$ cat src/rtl/sme_pkg.sv
package sme_pkg;

  typedef enum logic [1:0] {
    PH_IDLE = 2'd0,
    PH_SOF  = 2'd1,
    PH_DATA = 2'd2,
    PH_EOF  = 2'd3
  } phase_t;

  // Delimiter shapes, one bit per half-bit, index 0 sent first, 1 = burst.
  localparam logic [7:0] SOF_SHAPE = 8'b1011_1000;
  localparam logic [7:0] EOF_SHAPE = 8'b0001_1101;

  // Control to datapath strobes.
  typedef struct packed {
    logic capFirst;  // take opening byte into shift register
    logic capNext;   // take byte into look-ahead slot
    logic loadNext;  // move look-ahead byte into shift register
    logic shiftBit;  // advance to next data bit
    logic run;       // frame in progress, subcarrier runs
    logic burst;     // current half-bit is a pulse burst
  } strobes_t;

  // Datapath to control status.
  typedef struct packed {
    logic scTick;    // last clock of a subcarrier period
    logic curBit;    // data bit now on air
    logic pendFull;  // look-ahead slot holds a byte
    logic lastSeen;  // closing byte has been accepted
  } status_t;

endpackage

$ cat src/rtl/sme_ctrl.sv
module sme_ctrl
  import sme_pkg::*;
#(
  parameter int BYTE_W = 8,
  parameter int PULSES = 8
) (
  input  logic     clk,
  input  logic     rstN,
  input  logic     inValid,
  input  logic     inFirst,
  input  status_t  st,
  output logic     inReady,
  output logic     busy,
  output strobes_t sb
);

  localparam int HW = $clog2(2 * BYTE_W);
  localparam int PW = (PULSES > 1) ? $clog2(PULSES) : 1;
  localparam logic [HW-1:0] DATA_LAST = HW'(2 * BYTE_W - 1);
  localparam logic [HW-1:0] DLM_LAST  = HW'(7);
  localparam logic [PW-1:0] PULSE_LAST = PW'(PULSES - 1);

  phase_t        phase;
  logic [HW-1:0] halfIdx;
  logic [PW-1:0] pulseCnt;
  logic          halfEnd;
  logic          segEnd;
  logic          accept;
  logic          burstNow;

  always_comb begin
    halfEnd = st.scTick && (pulseCnt == PULSE_LAST);
    segEnd  = (phase == PH_DATA) ? (halfIdx == DATA_LAST) : (halfIdx == DLM_LAST);
    case (phase)
      PH_IDLE: inReady = 1'b1;
      PH_SOF:  inReady = !st.pendFull && !st.lastSeen;
      PH_DATA: inReady = !st.pendFull && !st.lastSeen && !(halfEnd && segEnd);
      default: inReady = 1'b0;
    endcase
    accept = inValid && inReady;
    case (phase)
      PH_SOF:  burstNow = SOF_SHAPE[halfIdx[2:0]];
      PH_DATA: burstNow = halfIdx[0] ? st.curBit : !st.curBit;
      PH_EOF:  burstNow = EOF_SHAPE[halfIdx[2:0]];
      default: burstNow = 1'b0;
    endcase
  end

  always_comb begin
    sb.capFirst = (phase == PH_IDLE) && accept && inFirst;
    sb.capNext  = ((phase == PH_SOF) || (phase == PH_DATA)) && accept;
    sb.loadNext = (phase == PH_DATA) && halfEnd && segEnd && st.pendFull;
    sb.shiftBit = (phase == PH_DATA) && halfEnd && halfIdx[0] && !segEnd;
    sb.run      = (phase != PH_IDLE);
    sb.burst    = burstNow;
    busy        = (phase != PH_IDLE);
  end

  always_ff @(posedge clk or negedge rstN) begin
    if (!rstN) begin
      phase    <= PH_IDLE;
      halfIdx  <= '0;
      pulseCnt <= '0;
    end else if (phase == PH_IDLE) begin
      halfIdx  <= '0;
      pulseCnt <= '0;
      if (sb.capFirst) phase <= PH_SOF;
    end else if (st.scTick) begin
      if (!halfEnd) begin
        pulseCnt <= pulseCnt + 1'b1;
      end else begin
        pulseCnt <= '0;
        if (!segEnd) begin
          halfIdx <= halfIdx + 1'b1;
        end else begin
          halfIdx <= '0;
          case (phase)
            PH_SOF:  phase <= PH_DATA;
            PH_DATA: phase <= st.pendFull ? PH_DATA : PH_EOF;
            default: phase <= PH_IDLE;
          endcase
        end
      end
    end
  end

  // a frame only begins after an accepted opening byte.
  assert_busy_start_R3: assert property (@(posedge clk) disable iff (!rstN)
    $rose(busy) |-> $past(sb.capFirst));

  // no byte is taken after the closing one while the frame runs.
  assert_ready_after_last_R9: assert property (@(posedge clk) disable iff (!rstN)
    (busy && st.lastSeen) |-> !inReady);

  // half-bit position moves only on subcarrier period boundaries.
  assert_half_steps_R1: assert property (@(posedge clk) disable iff (!rstN)
    (busy && !st.scTick) |=> $stable(halfIdx));

endmodule

$ cat src/rtl/sme_datapath.sv
module sme_datapath
  import sme_pkg::*;
#(
  parameter int BYTE_W = 8,
  parameter int DIV    = 32
) (
  input  logic              clk,
  input  logic              rstN,
  input  logic [BYTE_W-1:0] inData,
  input  logic              inLast,
  input  strobes_t          sb,
  output status_t           st,
  output logic              modOut
);

  localparam int SW = (DIV > 1) ? $clog2(DIV) : 1;
  localparam logic [SW-1:0] SC_LAST = SW'(DIV - 1);
  localparam logic [SW-1:0] SC_HALF = SW'(DIV / 2);

  logic [SW-1:0]     scCnt;
  logic [BYTE_W-1:0] shiftReg;
  logic [BYTE_W-1:0] pendReg;
  logic              pendFull;
  logic              lastSeen;

  always_ff @(posedge clk or negedge rstN) begin
    if (!rstN) begin
      scCnt <= '0;
    end else if (sb.capFirst) begin
      scCnt <= '0;
    end else if (sb.run) begin
      scCnt <= (scCnt == SC_LAST) ? '0 : scCnt + 1'b1;
    end
  end

  always_ff @(posedge clk or negedge rstN) begin
    if (!rstN) begin
      shiftReg <= '0;
      pendReg  <= '0;
      pendFull <= 1'b0;
      lastSeen <= 1'b0;
    end else begin
      if (sb.capFirst) begin
        shiftReg <= inData;
        pendFull <= 1'b0;
        lastSeen <= inLast;
      end else begin
        if (sb.loadNext) begin
          shiftReg <= pendReg;
          pendFull <= 1'b0;
        end else if (sb.shiftBit) begin
          shiftReg <= shiftReg >> 1;
        end
        if (sb.capNext) begin
          pendReg  <= inData;
          pendFull <= 1'b1;
          if (inLast) lastSeen <= 1'b1;
        end
      end
    end
  end

  always_comb begin
    st.scTick   = sb.run && (scCnt == SC_LAST);
    st.curBit   = shiftReg[0];
    st.pendFull = pendFull;
    st.lastSeen = lastSeen;
    modOut      = sb.burst && (scCnt < SC_HALF);
  end

  // nothing is modulated outside a frame.
  assert_idle_quiet_R2: assert property (@(posedge clk) disable iff (!rstN)
    !sb.run |-> !modOut);

  // every pulse begins at the start of a subcarrier period.
  assert_pulse_align_R1: assert property (@(posedge clk) disable iff (!rstN)
    $rose(modOut) |-> (scCnt == '0));

  // a waiting byte is never overwritten.
  assert_no_overwrite_R6: assert property (@(posedge clk) disable iff (!rstN)
    sb.capNext |-> !pendFull);

endmodule

$ cat src/rtl/subcarrier_manchester_enc.sv
module subcarrier_manchester_enc
  import sme_pkg::*;
#(
  parameter int BYTE_W = 8,
  parameter int DIV    = 32,
  parameter int PULSES = 8
) (
  input  logic              clk,
  input  logic              rstN,
  input  logic              inValid,
  output logic              inReady,
  input  logic [BYTE_W-1:0] inData,
  input  logic              inFirst,
  input  logic              inLast,
  output logic              busy,
  output logic              modOut
);

  strobes_t sb;
  status_t  st;

  sme_ctrl #(
    .BYTE_W(BYTE_W),
    .PULSES(PULSES)
  ) ctrl (
    .clk    (clk),
    .rstN   (rstN),
    .inValid(inValid),
    .inFirst(inFirst),
    .st     (st),
    .inReady(inReady),
    .busy   (busy),
    .sb     (sb)
  );

  sme_datapath #(
    .BYTE_W(BYTE_W),
    .DIV   (DIV)
  ) dp (
    .clk   (clk),
    .rstN  (rstN),
    .inData(inData),
    .inLast(inLast),
    .sb    (sb),
    .st    (st),
    .modOut(modOut)
  );

endmodule

$ cat config.mk
export PLATFORM = sky130hd
export DESIGN_NAME = subcarrier_manchester_enc
export DESIGN_NICKNAME = d
export VERILOG_FILES = /design/src/rtl/sme_pkg.sv /design/src/rtl/sme_ctrl.sv /design/src/rtl/sme_datapath.sv /design/src/rtl/subcarrier_manchester_enc.sv
export SDC_FILE = /design/constraint.sdc
export NUM_CORES = 1
export LEC_CHECK = 0
export BUFFER_PORTS_ARGS = -buffer_cell sky130_fd_sc_hd__buf_4
export CAP_MARGIN = 20
export CELL_PAD_IN_SITES_DETAIL_PLACEMENT = 0
export CELL_PAD_IN_SITES_GLOBAL_PLACEMENT = 1
export CORE_ASPECT_RATIO = 1.75
export CORE_MARGIN = 4
export CORE_UTILIZATION = 46
export CTS_BUF_LIST = sky130_fd_sc_hd__clkbuf_16
export DETAILED_ROUTE_END_ITERATION = 10
export PLACE_DENSITY = 0.79
export RECOVER_POWER = 25
export SYNTH_ARGS = -nofsm -noshare
export SYNTH_HDL_FRONTEND = slang
export SYNTH_SLANG_ARGS = --single-unit
$ cat constraint.sdc
create_clock -name clk -period 2.94 [get_ports clk]
set_clock_uncertainty 0.1 [all_clocks]
set_input_delay 0.882 -clock clk [delete_from_list [all_inputs] [get_ports clk]]
set_output_delay 0.882 -clock clk [all_outputs]
set_load 0.005 [all_outputs]
### Yosys cells after proc, flatten, opt, wreduce, memory -nomap -nowiden

Memories as Yosys holds them, arrays and structs flattened.
Cells that the tools add are included.

* bits in registers: 32
* bits in read-only memories: 16
* bits of input ports: 13
* output and inout bits: 3
* logic and storage cells: 91
* memories kept: 2

* add/sub/neg operators: 3
* order comparisons: 2
* equal/unequal tests: 8
* multiplexer cells: 32
* bitwise operators: 1
* reduce and logical (&&, ||, !) cells: 35

Memory list
* (name not given): words 8, bits a word 1, rd ports 1, clocked after memory_dff 0, write ports 0, RTL line sme_ctrl.sv:42 `PH_SOF: burstNow = SOF_SHAPE[halfIdx[2:0]];`
* (name not given): words 8, bits a word 1, rd ports 1, clocked after memory_dff 0, write ports 0, RTL line sme_ctrl.sv:44 `PH_EOF: burstNow = EOF_SHAPE[halfIdx[2:0]];`

Operator list (number)
* $mux W8: 3
* $mux W4: 4
* $logic_and A1 B1 Y1: 15
* $mux W5: 3
* $reduce_bool A2 Y1: 7
* $mux W1: 11
* $mux W2: 5
* $mux W3: 3
* $pmux W1 S3: 2
* $reduce_and A2 Y1: 3
* $reduce_bool A3 Y1: 2
* $add A5 B1 Y5 const B: 1
* $eq A5 B5 Y1 const B: 1
* $logic_not A1 Y1: 5
* $lt A5 B5 Y1 const B: 1
* $add A4 B1 Y4 const B: 1
* $eq A2 B2 Y1 const B: 2
* $eq A4 B3 Y1 const B: 1
* $eq A4 B4 Y1 const B: 1
* $lt A3 B4 Y1 const B: 1
* $pmux W2 S2: 1
* $reduce_and A4 Y1: 1
* $add A3 B1 Y3 const B: 1
* $eq A3 B3 Y1 const B: 1
* other kinds (5): 5

### Logic depth before layout (Yosys ltp)

Gate-level depths: netlist of the first run.

* depth after elaboration: 12
* depth in mapped cells: 8

### Cells and area by module

A second synthesis of the first run with hierarchy kept.

* cells, all modules: 172
* area total of the unflattened synthesis: 1800.5 µm²

By module, submodules not included
* sme_datapath: instances 1, cells each 102, area each 1129.8 µm²
* sme_ctrl: instances 1, cells each 70, area each 670.6 µm²

### Worst setup path after synthesis of the first run

Ideal clock, no wire load.

* kind: reg2out
* start: register dp.scCnt[0]
* end: output inReady
* arrival: 1.479 ns
* required time: 1.958 ns
* slack: 0.479 ns
* stages on the path, launching flop included: 7
* path buffers: 0
* cell sequence: dfrtp_1 -> ha_1 -> and3_1 -> ha_1 -> nand3b_1 -> nor4_1 -> a211oi_2

* longest elaborated chain between the ends: 7

RTL lines
* from (decl): RTL line sme_datapath.sv:20 `logic [SW-1:0] scCnt;`
* from (signal assigned): RTL line sme_datapath.sv:32 `scCnt <= (scCnt == SC_LAST) ? '0 : scCnt + 1'b1;`
* $eq A5 B5 Y1: RTL line sme_datapath.sv:64 `st.scTick = sb.run && (scCnt == SC_LAST);`
* $logic_and A1 B1 Y1: RTL line sme_datapath.sv:64
* $logic_and A1 B1 Y1: RTL line sme_ctrl.sv:32 `halfEnd = st.scTick && (pulseCnt == PULSE_LAST);`
* $logic_and A1 B1 Y1: RTL line sme_ctrl.sv:37 `PH_DATA: inReady = !st.pendFull && !st.lastSeen && !(halfEnd && segEnd);`
* $logic_not A1 Y1: RTL line sme_ctrl.sv:37
* $logic_and A1 B1 Y1: RTL line sme_ctrl.sv:37
* $pmux W1 S3: RTL line sme_ctrl.sv:34 `case (phase)`
* to (decl): RTL line subcarrier_manchester_enc.sv:11 `output logic inReady,`

Every way passes these cells.

### Worst setup path in the final report of the first run

Same ends and word-level chain as after synthesis.

==> results of run 1 <==
final cells by class:
type                       count  area share
clock inverter                 2     0.00424
multi-input combinational    122       0.424
sequential                    32       0.388
tap                           46      0.0279
clock buffer                   5      0.0606
inverter                      10      0.0182
timing repair buffer          21      0.0764
state kept, by name (all words and copies together) (netlist names):
name           cells
ctrl.phase         2
dp.lastSeen        1
dp.scCnt           5
ctrl.pulseCnt      3
ctrl.halfIdx       4
dp.pendFull        1
dp.pendReg         8
dp.shiftReg        8
per-stage QoR:
step / total power [mW] / setup WS, ns / instances
after floorplan: 0.593 / 0.479 / 169
after detailed placement: 0.639 / 0.349 / 231
after global placement: 0.630 / 0.395 / 231
after global routing: 1.15 / 0.00377 / 238
after CTS: 1.12 / 0.0430 / 238
final: 1.10 / 0.0959 / 238
metal layers:
| layer | share of wire | GRT usage |
|---|---|---|
| met3 | 0.023 | 0.0317 |
| met4 | 0.030 | 0.0952 |
| met5 | 0 | 0 |
| met2 | 0.56 | 0.330 |
| met1 | 0.38 | 0.195 |
power by group through the flow:
stage / sequential, mW / combinational, mW / clock (mW)
after floorplan: 0.532 / 0.0604 / 0
after global placement: 0.538 / 0.0915 / 0
after detailed placement: 0.542 / 0.0970 / 0
after CTS: 0.535 / 0.0977 / 0.489
after global routing: 0.541 / 0.107 / 0.503
final: 0.535 / 0.0941 / 0.475
worst register-to-register path: stages (launching register included):
cell and delay [ns]:
dfrtp_1 0.40, ha_1 0.23, and3_1 0.19, ha_1 0.20, buf_4 0.18, and3b_1 0.23
nand2_1 0.12, nor2_1 0.06, buf_4 0.17, or3b_2 0.44, a21oi_1 0.14
worst max path at each step:
stage / endpoint / slack (ns) / cells after the start
floorplan: inReady / 0.48 / 6
global placement: inReady / 0.40 / 7
detailed placement: inReady / 0.35 / 7
CTS: inReady / 0.04 / 7
global route: inReady / 0.004 / 7
finish: inReady / 0.1 / 7
cells by family (layout without fill, tap and decap cells):
| group | count (synthesis) | after routing | share of synthesized area |
|---|---|---|---|
| AND/OR/NAND/NOR | 59 | 59 | 0.181 |
| AO/OA/AOI/OAI | 36 | 36 | 0.144 |
| flip-flops | 32 | 32 | 0.463 |
| buffers and inverters | 15 | 38 | 0.0333 |
| multiplexers | 14 | 14 | 0.0883 |
| adder cells (fa/ha/maj) | 11 | 11 | 0.0797 |
| XOR/XNOR | 2 | 2 | 0.0101 |
layout by cell type, fill, tap and decap left out, types with 2 or more instances in the layout:
| cell | n |
|---|---|
| dfrtp_1 | 32 |
| a21oi_1 | 10 |
| nor3_1 | 4 |
| inv_1 | 11 |
| nand4_1 | 4 |
| mux2_2 | 10 |
| or3_1 | 2 |
| nand2_1 | 17 |
| nor2b_1 | 2 |
| ha_1 | 11 |
| nand3_1 | 7 |
| nand2b_1 | 2 |
| nor2_1 | 10 |
| o211ai_1 | 6 |
| a22oi_1 | 8 |
| buf_4 | 19 |
| and3_1 | 2 |
| o21ai_0 | 3 |
| mux2i_1 | 4 |
| clkbuf_16 | 5 |
| nand3b_1 | 3 |
what timing repair did:
action                                  CTS  global route
gates resized for setup                   0             2
endpoints found under the setup margin    0             1
hold buffers                              0             0
==> results.tsv, run 1 <==
metric	value	unit
grt.overflow.total	0	
hold_depth	1	
critical_path.top_delay_family	adder cells	
post_dp_cell_area	1920	µm²
core-area	3630	µm²
fmax	352	MHz
maxCapViolCount	1	
violations	capacitance limit, slew limit	
synth_cell_types	39	
synth_edf_count	0	
p_sw_frac	0.216	
cp-start-kind	flip-flop	
synth_nets	193	
crit_fanout	4	
syn_area	1730	µm²
syn_inst	169	
fin_tns_setup	0	ns
syn_area_per_cell	10.2	µm²
setup_viol	0	
dieArea	4840	µm²
wl_per_cell	16.1	µm
min_from	dp.scCnt[3]	
peakVddDrop	0.422	mV
die_h	89.1	µm
worstPathCellList	ha_1 -> and3_1 -> ha_1 -> nand3b_1 -> nor4_2 -> a211oi_2 -> buf_4	
reg2reg_to	dp.shiftReg[7]	
dp_hpwl	2820	µm
first_global_vias	1442	
ys.warnings.count	0	
cts_buffers	5	
synthArstFlopShare	1.00	
core.rowCount	29	
seq_area_frac_synth	0.463	
max_slew_margin	-0.147	
grt_pass1_wl	6440	µm
cp-end-kind	output pin	
wl	3820	µm
n_fill_cell	344	
yosysMostFrequentCell	dfrtp_1	
worstPathRequired	1.96	ns
postRouteAntennaNets	0	
critPathMostFrequentCell	ha_1	
pin_count	16	
intPower	0.865	mW
start_util	0.476	
die_x	54.3	µm
fin_area	2060	µm²
cp.arrival	1.86	ns
power_frac_seq	0.484	
fin_crit_sh	0.967	
power_switching	0.239	mW
critical_path_buf_inv_count	1	
path_class	reg -> out	
clkTransAtPathRegs	0.05	ns
p_leak	0.929	nW
clockRootBuffer	clkbuf_16	
startpoint	dp.scCnt[0]	
regArea	801	µm²
cts_tree	yes	
placement.io_buffers	15	
drcViolationCount	0	
antenna_found_initial	0	
final_util	0.569	
worstHoldEndpoint	dp.scCnt[3]	
ff2ff_path_depth	10	
max_stage_delay	0.40	ns
ys_seq_elements	32	
vias_per_cell	5.73	
synth_top_area_share	0.463	
nets	216	
diodes	0	
power_density	535	nW/µm²
rsz0062_at_grt	no	
syn_to_final_growth	19.4	%
drive_gt1_frac	0.214	
synth_commonest_cells	32 x dfrtp_1, 17 x nand2_1, 11 x ha_1	
place_congestion	0.901	
clock_sinks	32	
p_clk_frac	0.430	
synthTopCellsByArea	dfrtp_1 46%, ha_1 8.0%, mux2_2 6.5%	
cts_setup_buffers	0	
multi_input_area	876	µm²
hold_violations	0	
slew_viol_final	33	
grt_max_degree	33	
outcome	finished with violations	
ys.flop_type	dfrtp_1	
initialDrtViolationCount	16	
clk_latency	0.28	ns
slowest_stage	dfrtp_1	
reg2reg_slack	0.40	ns
htreeDepth	2	
r2r_start	dp.scCnt[0]	
tightest_slew	1.72	ns
num_vias	1363	
synth.largest_area_cell	dfrtp_1	
track_usage	0.184	
hold_class	reg -> reg	
layout_min_cycle_time	2.84	ns
p_comb_frac	0.085	
cts_buffer_depth	2	
holdWs	0.381	ns
drt_pass1_iterations	4	
(Power assumes the default switching activity.)
==> run 2, diff against run 1 <==
Settings changed: CORE_UTILIZATION 46 to 49, PLACE_DENSITY 0.79 to 0.83.
Clock period 2.94 ns to 3.53 ns, I/O delays scaled along.
==> run 2 against run 1 <==
Effect of this change:
- the flow still finishes with violations (capacitance limit, slew limit)
- critical path depth decreased by 1
- via count fell by 3.2%
- first-iteration DRC count rose by 110%
- die area is 5.4% lower
- wire length is 4.2% lower
- register-to-register slack gained 0.54 ns
- flip-flop and latch count stayed put
- sequential power down 17%
==> results.tsv, run 2 (synthesis gave the netlist of run 1 again) <==
metric	value	unit	change
fin_tns_setup	0	ns	unchanged
cts_setup_buffers	0		unchanged
first_global_vias	1382		was 1,442
layout_min_cycle_time	3.22	ns	
vias_per_cell	5.67		was 5.73
fmax	310	MHz	
min_from	dp.lastSeen		was dp.scCnt[3]
slew_viol_final	33		unchanged
regArea	801	µm²	unchanged
grt.overflow.total	0		unchanged
place_congestion	0.815		was 0.901
clock_sinks	32		unchanged
multi_input_area	870	µm²	was 876 µm²
violations	capacitance limit, slew limit		unchanged
hold_violations	0		unchanged
cts_resized	0		unchanged
track_usage	0.188		was 0.184
setup_viol	0		unchanged
initialDrtViolationCount	33		was 16
syn_to_final_growth	17.0	%	was 19.4%
nets	212		was 216
maxCapViolCount	1		unchanged
antenna_found_initial	0		unchanged
power_density	455	nW/µm²	was 535 nW/µm²
slowest_stage	ha_1		was dfrtp_1
fin_area	2020	µm²	was 2060 µm²
core-area	3400	µm²	was 3630 µm²
diodes	0		unchanged
worstPathRequired	2.37	ns	was 1.96 ns
startpoint	ctrl.phase[0]		was dp.scCnt[0]
max_slew_margin	-0.149		was -0.147
postRouteAntennaNets	0		unchanged
pin_count	16		unchanged
drt_pass1_iterations	5		was 4
die_h	86.6	µm	was 89.1 µm
outcome	finished with violations		unchanged
die_x	52.9	µm	was 54.3 µm
cp-end-kind	output pin		unchanged
cts_hold_buf	0		unchanged
cts_buffers	5		unchanged
critical_path.top_delay_family	adder cells		unchanged
critical_path_buf_inv_count	2		was 1
core.rowCount	28		was 29
clkTransAtPathRegs	0.05	ns	about the same
dieArea	4580	µm²	was 4840 µm²
drcViolationCount	0		unchanged
rsz0062_at_grt	no		unchanged
dp_hpwl	2620	µm	was 2820 µm
grt_pass1_wl	6220	µm	was 6440 µm
cts_buffer_depth	2		unchanged
start_util	0.508		was 0.476
n_fill_cell	308		was 344
grt_max_degree	33		unchanged
clockRootBuffer	clkbuf_16		unchanged
wl_per_cell	15.7	µm	was 16.1 µm
crit_fanout	13		was 4
tightest_slew	1.72	ns	about the same
cp.arrival	2.06	ns	was 1.86 ns
hold_class	reg -> reg		unchanged
drive_gt1_frac	0.191		was 0.214
post_dp_cell_area	1890	µm²	was 1920 µm²
clk_latency	0.28	ns	about the same
placement.io_buffers	15		unchanged
r2r_start	ctrl.phase[0]		was dp.scCnt[0]
num_vias	1320		was 1,363
cp-start-kind	flip-flop		unchanged
path_class	reg -> out		unchanged
top_regs	dp.pendReg: 8 flops, dp.shiftReg: 8 flops, dp.scCnt: 5 flops		unchanged
wl	3660	µm	was 3820 µm
worstPathCellList	inv_1 -> ha_1 -> nand3b_1 -> nor4_1 -> a211oi_2 -> buf_4		was ha_1 -> and3_1 -> ha_1 -> nand3b_1 -> nor4_2 -> a211oi_2 -> buf_4
p_leak	0.908	nW	was 0.929 nW
max_stage_delay	0.43	ns	was 0.40 ns
fin_crit_sh	0.913		
cts_tree	yes		unchanged
layout_commonest_cell	dfrtp_1		unchanged
peakVddDrop	0.386	mV	was 0.422 mV
final_cell_mix	32 x dfrtp_1, 17 x nand2_1, 16 x buf_4		was 32 x dfrtp_1, 19 x buf_4, 17 x nand2_1
holdWs	0.403	ns	was 0.381 ns
htreeDepth	2		unchanged
run 2: per-layer routing:
| layer | GRT usage | part of all wire | vias to the layer above |
|---|---|---|---|
| li1 | - | - | 648 |
| met1 | 0.200 | 0.38 | 634 |
| met2 | 0.327 | 0.54 | 28 |
| met3 | 0.0534 | 0.052 | 10 |
| met4 | 0.0953 | 0.025 | 0 |
| met5 | 0 | 0 | - |
run 2: worst min-delay path: stages (launching register included):
cell and delay, ns:
dfrtp_1 0.34, nand2_1 0.06, nand3_1 0.07
run 2: final timing paths:
path                                   end  slack, ns  cells past startpoint
setup / recovery                   inReady       0.31                      6
hold / removal                 dp.lastSeen       0.40                      2
setup reg to reg            dp.shiftReg[4]       0.94                      6
hold reg to reg                dp.lastSeen       0.40                      2
max in group asynchronous  ctrl.halfIdx[3]       1.20                      1
min in group asynchronous      dp.scCnt[3]       1.13                      1
run 2: per-stage QoR:
stage                util  cells  total power, mW  setup slack (ns)
detailed placement  0.557    226            0.532             0.632
floorplan               -    169            0.494             0.892
CTS                 0.596    233            0.933             0.311
global placement    0.557    226            0.522             0.690
global route        0.595    233            0.962             0.206
finish              0.595    233            0.920             0.309
run 2: layout make-up:
type                       count  share of cell area
clock inverter                 2             0.00433
clock buffer                   5              0.0619
timing repair buffer          17              0.0613
inverter                      10              0.0186
sequential                    32               0.396
multi-input combinational    122               0.430
tap                           45              0.0278
run 2: power by group:
group | switching [mW] | total [mW] | internal (mW)
Clock | 0.144 | 0.397 | 0.252
Combinational | 0.0298 | 0.0773 | 0.0475
Sequential | 0.0271 | 0.446 | 0.419
==> run 3, diff against run 2 <==
Settings changed: CAP_MARGIN 20 to unset, CELL_PAD_IN_SITES_DETAIL_PLACEMENT 0 to unset, CELL_PAD_IN_SITES_GLOBAL_PLACEMENT 1 to unset, CORE_UTILIZATION 49 to 50, PLACE_DENSITY 0.83 to 0.69.
==> run 3 against run 2 <==
Effect of this change:
- the flow still finishes with violations (capacitance limit, slew limit)
- global-route usage rose by 0.27 points
- register-to-register slack improved by 0.03 ns
- via count rose by 1.7%
- critical path depth rose by 1
- maximum frequency rose by 1.5%
- sequential share of layout area fell by 0.20 points
- critical path type unchanged
- critical endpoint unchanged
==> results.tsv, run 3 (synthesis gave the netlist of run 1 again) <==
metric	value	unit	change
ff2ff_path_depth	9		was 6
fmax	315	MHz	was 310 MHz
critical_path_buf_inv_count	1		was 2
worst_slack	0.356	ns	was 0.309 ns
critical_path.top_delay_family	adder cells		unchanged
critPathMostFrequentCell	ha_1		
max_stage_delay	0.40	ns	was 0.43 ns
reg2reg_to	dp.shiftReg[7]		was dp.shiftReg[4]
drcViolationCount	0		unchanged
final_cell_mix	32 x dfrtp_1, 17 x nand2_1, 17 x buf_4		was 32 x dfrtp_1, 17 x nand2_1, 16 x buf_4
core.rowCount	28		unchanged
setup_viol	0		unchanged
antenna_found_initial	0		unchanged
total_power	0.913	mW	was 0.920 mW
vias_per_cell	5.71		was 5.67
n_fill_cell	315		was 308
maxCapViolCount	1		unchanged
fin_tns_setup	0	ns	unchanged
tightest_slew	1.73	ns	was 1.72 ns
start_util	0.514		was 0.508
first_global_vias	1484		was 1,382
clockRootBuffer	clkbuf_16		unchanged
place_congestion	0.897		was 0.815
hold_violations	0		unchanged
cp-end-kind	output pin		unchanged
cts_hold_buf	0		unchanged
fin_crit_sh	0.899		was 0.913
nets	213		was 212
dieArea	4500	µm²	was 4580 µm²
reg2reg_slack	0.97	ns	was 0.94 ns
grt_pass1_wl	6440	µm	was 6220 µm
worstPathCellList	ha_1 -> and3_1 -> ha_1 -> nand3b_1 -> nor4_1 -> a211oi_2 -> buf_4		was inv_1 -> ha_1 -> nand3b_1 -> nor4_1 -> a211oi_2 -> buf_4
clk_latency	0.27	ns	was 0.28 ns
cp_num_cells	7		was 6
postRouteAntennaNets	0		unchanged
crit_fanout	4		was 13
cts_tree	yes		unchanged
die_h	85.8	µm	was 86.6 µm
placement.io_buffers	15		unchanged
htreeDepth	2		unchanged
initialDrtViolationCount	22		was 33
pin_count	16		unchanged
grt_max_degree	33		unchanged
cp-endpoint	inReady		unchanged
hold_class	reg -> reg		unchanged
top_regs	dp.pendReg: 8 flops, dp.shiftReg: 8 flops, dp.scCnt: 5 flops		unchanged
r2r_start	dp.scCnt[0]		was ctrl.phase[0]
layout_min_cycle_time	3.17	ns	was 3.22 ns
num_vias	1343		was 1,320
path_class	reg -> out		unchanged
cts_buffer_depth	2		unchanged
clkTransAtPathRegs	0.05	ns	about the same
core-area	3360	µm²	was 3400 µm²
grt.overflow.total	0		unchanged
cts_buffers	5		unchanged
wl	3620	µm	was 3660 µm
max_slew_margin	-0.153		was -0.149
post_dp_cell_area	1900	µm²	was 1890 µm²
worstPathRequired	2.37	ns	about the same
drive_gt1_frac	0.189		was 0.191
cts_setup_buffers	0		unchanged
cts_resized	0		unchanged
final_util	0.604		was 0.595
dp_hpwl	2730	µm	was 2620 µm
layout_commonest_cell	dfrtp_1		unchanged
startpoint	dp.scCnt[0]		was ctrl.phase[0]
cp.arrival	2.02	ns	was 2.06 ns
drt_pass1_iterations	6		was 5
slowest_stage	dfrtp_1		was ha_1
power_density	449	nW/µm²	was 455 nW/µm²
clock_sinks	32		unchanged
track_usage	0.191		was 0.188
slew_viol_final	33		unchanged
fin_area	2030	µm²	was 2020 µm²
p_leak	0.916	nW	was 0.908 nW
violations	capacitance limit, slew limit		unchanged
diodes	0		unchanged
cp-start-kind	flip-flop		unchanged
peakVddDrop	0.397	mV	was 0.386 mV
die_x	52.4	µm	was 52.9 µm
wl_per_cell	15.4	µm	was 15.7 µm
syn_to_final_growth	17.6	%	was 17.0%
outcome	finished with violations		unchanged
preCtsSetupSlack	0.639	ns	was 0.632 ns
rsz0062_at_grt	no		unchanged
## run 3: changes by cell type in the layout (fill, tap and decap cells not counted), sizes merged
cell and change:
buf +1, inv +1
## run 3: metrics by stage
stage | instances | hold slack, ns
2_1_floorplan | 169 | 0.343
3_3_place_gp | 227 | 0.365
3_5_place_dp | 227 | 0.367
4_1_cts | 235 | 0.377
5_1_grt | 235 | 0.397
6_report | 235 | 0.370
## run 3: worst reg2reg max path, stage by stage (launching register included)
cell	delay (ns)
dfrtp_1	0.38
ha_1	0.21
and3_1	0.18
ha_1	0.16
buf_4	0.19
and3b_1	0.26
nand2_1	0.12
nor2_1	0.55
or3b_2	0.23
a21oi_1	0.05
## run 3: per-layer routing
layer	wire length [µm]	global-route usage
met1	1370	0.196
met2	2050	0.345
met3	139	0.0522
met4	64	0.0837
met5	0	0
## run 3: worst min path at each step
stage	startpoint	end	slack, ns	depth (start not counted)
global placement	dp.scCnt[3]	dp.scCnt[3]	0.36	1
finish	dp.scCnt[3]	dp.scCnt[3]	0.37	1
CTS	dp.scCnt[3]	dp.scCnt[3]	0.38	1
detailed placement	dp.scCnt[3]	dp.scCnt[3]	0.37	1
floorplan	dp.scCnt[3]	dp.scCnt[3]	0.34	1
global route	dp.scCnt[3]	dp.scCnt[3]	0.40	1
## run 3: final cells by class
cell class	instances	area, µm²	area share
clock buffers	5	125	0.0616
clock inverters	3	11.3	0.00554
inverters	10	37.5	0.0185
multi-input cells	122	870	0.428
flip-flops and latches	32	801	0.394
well taps	45	56.3	0.0277
repair buffers	18	131	0.0647
## run 3: power by group
group	total, mW	internal, mW	switching, mW
Clock	0.392	0.253	0.139
Sequential	0.446	0.419	0.0264
Combinational	0.0753	0.0473	0.0280
Total	0.913	0.719	0.194
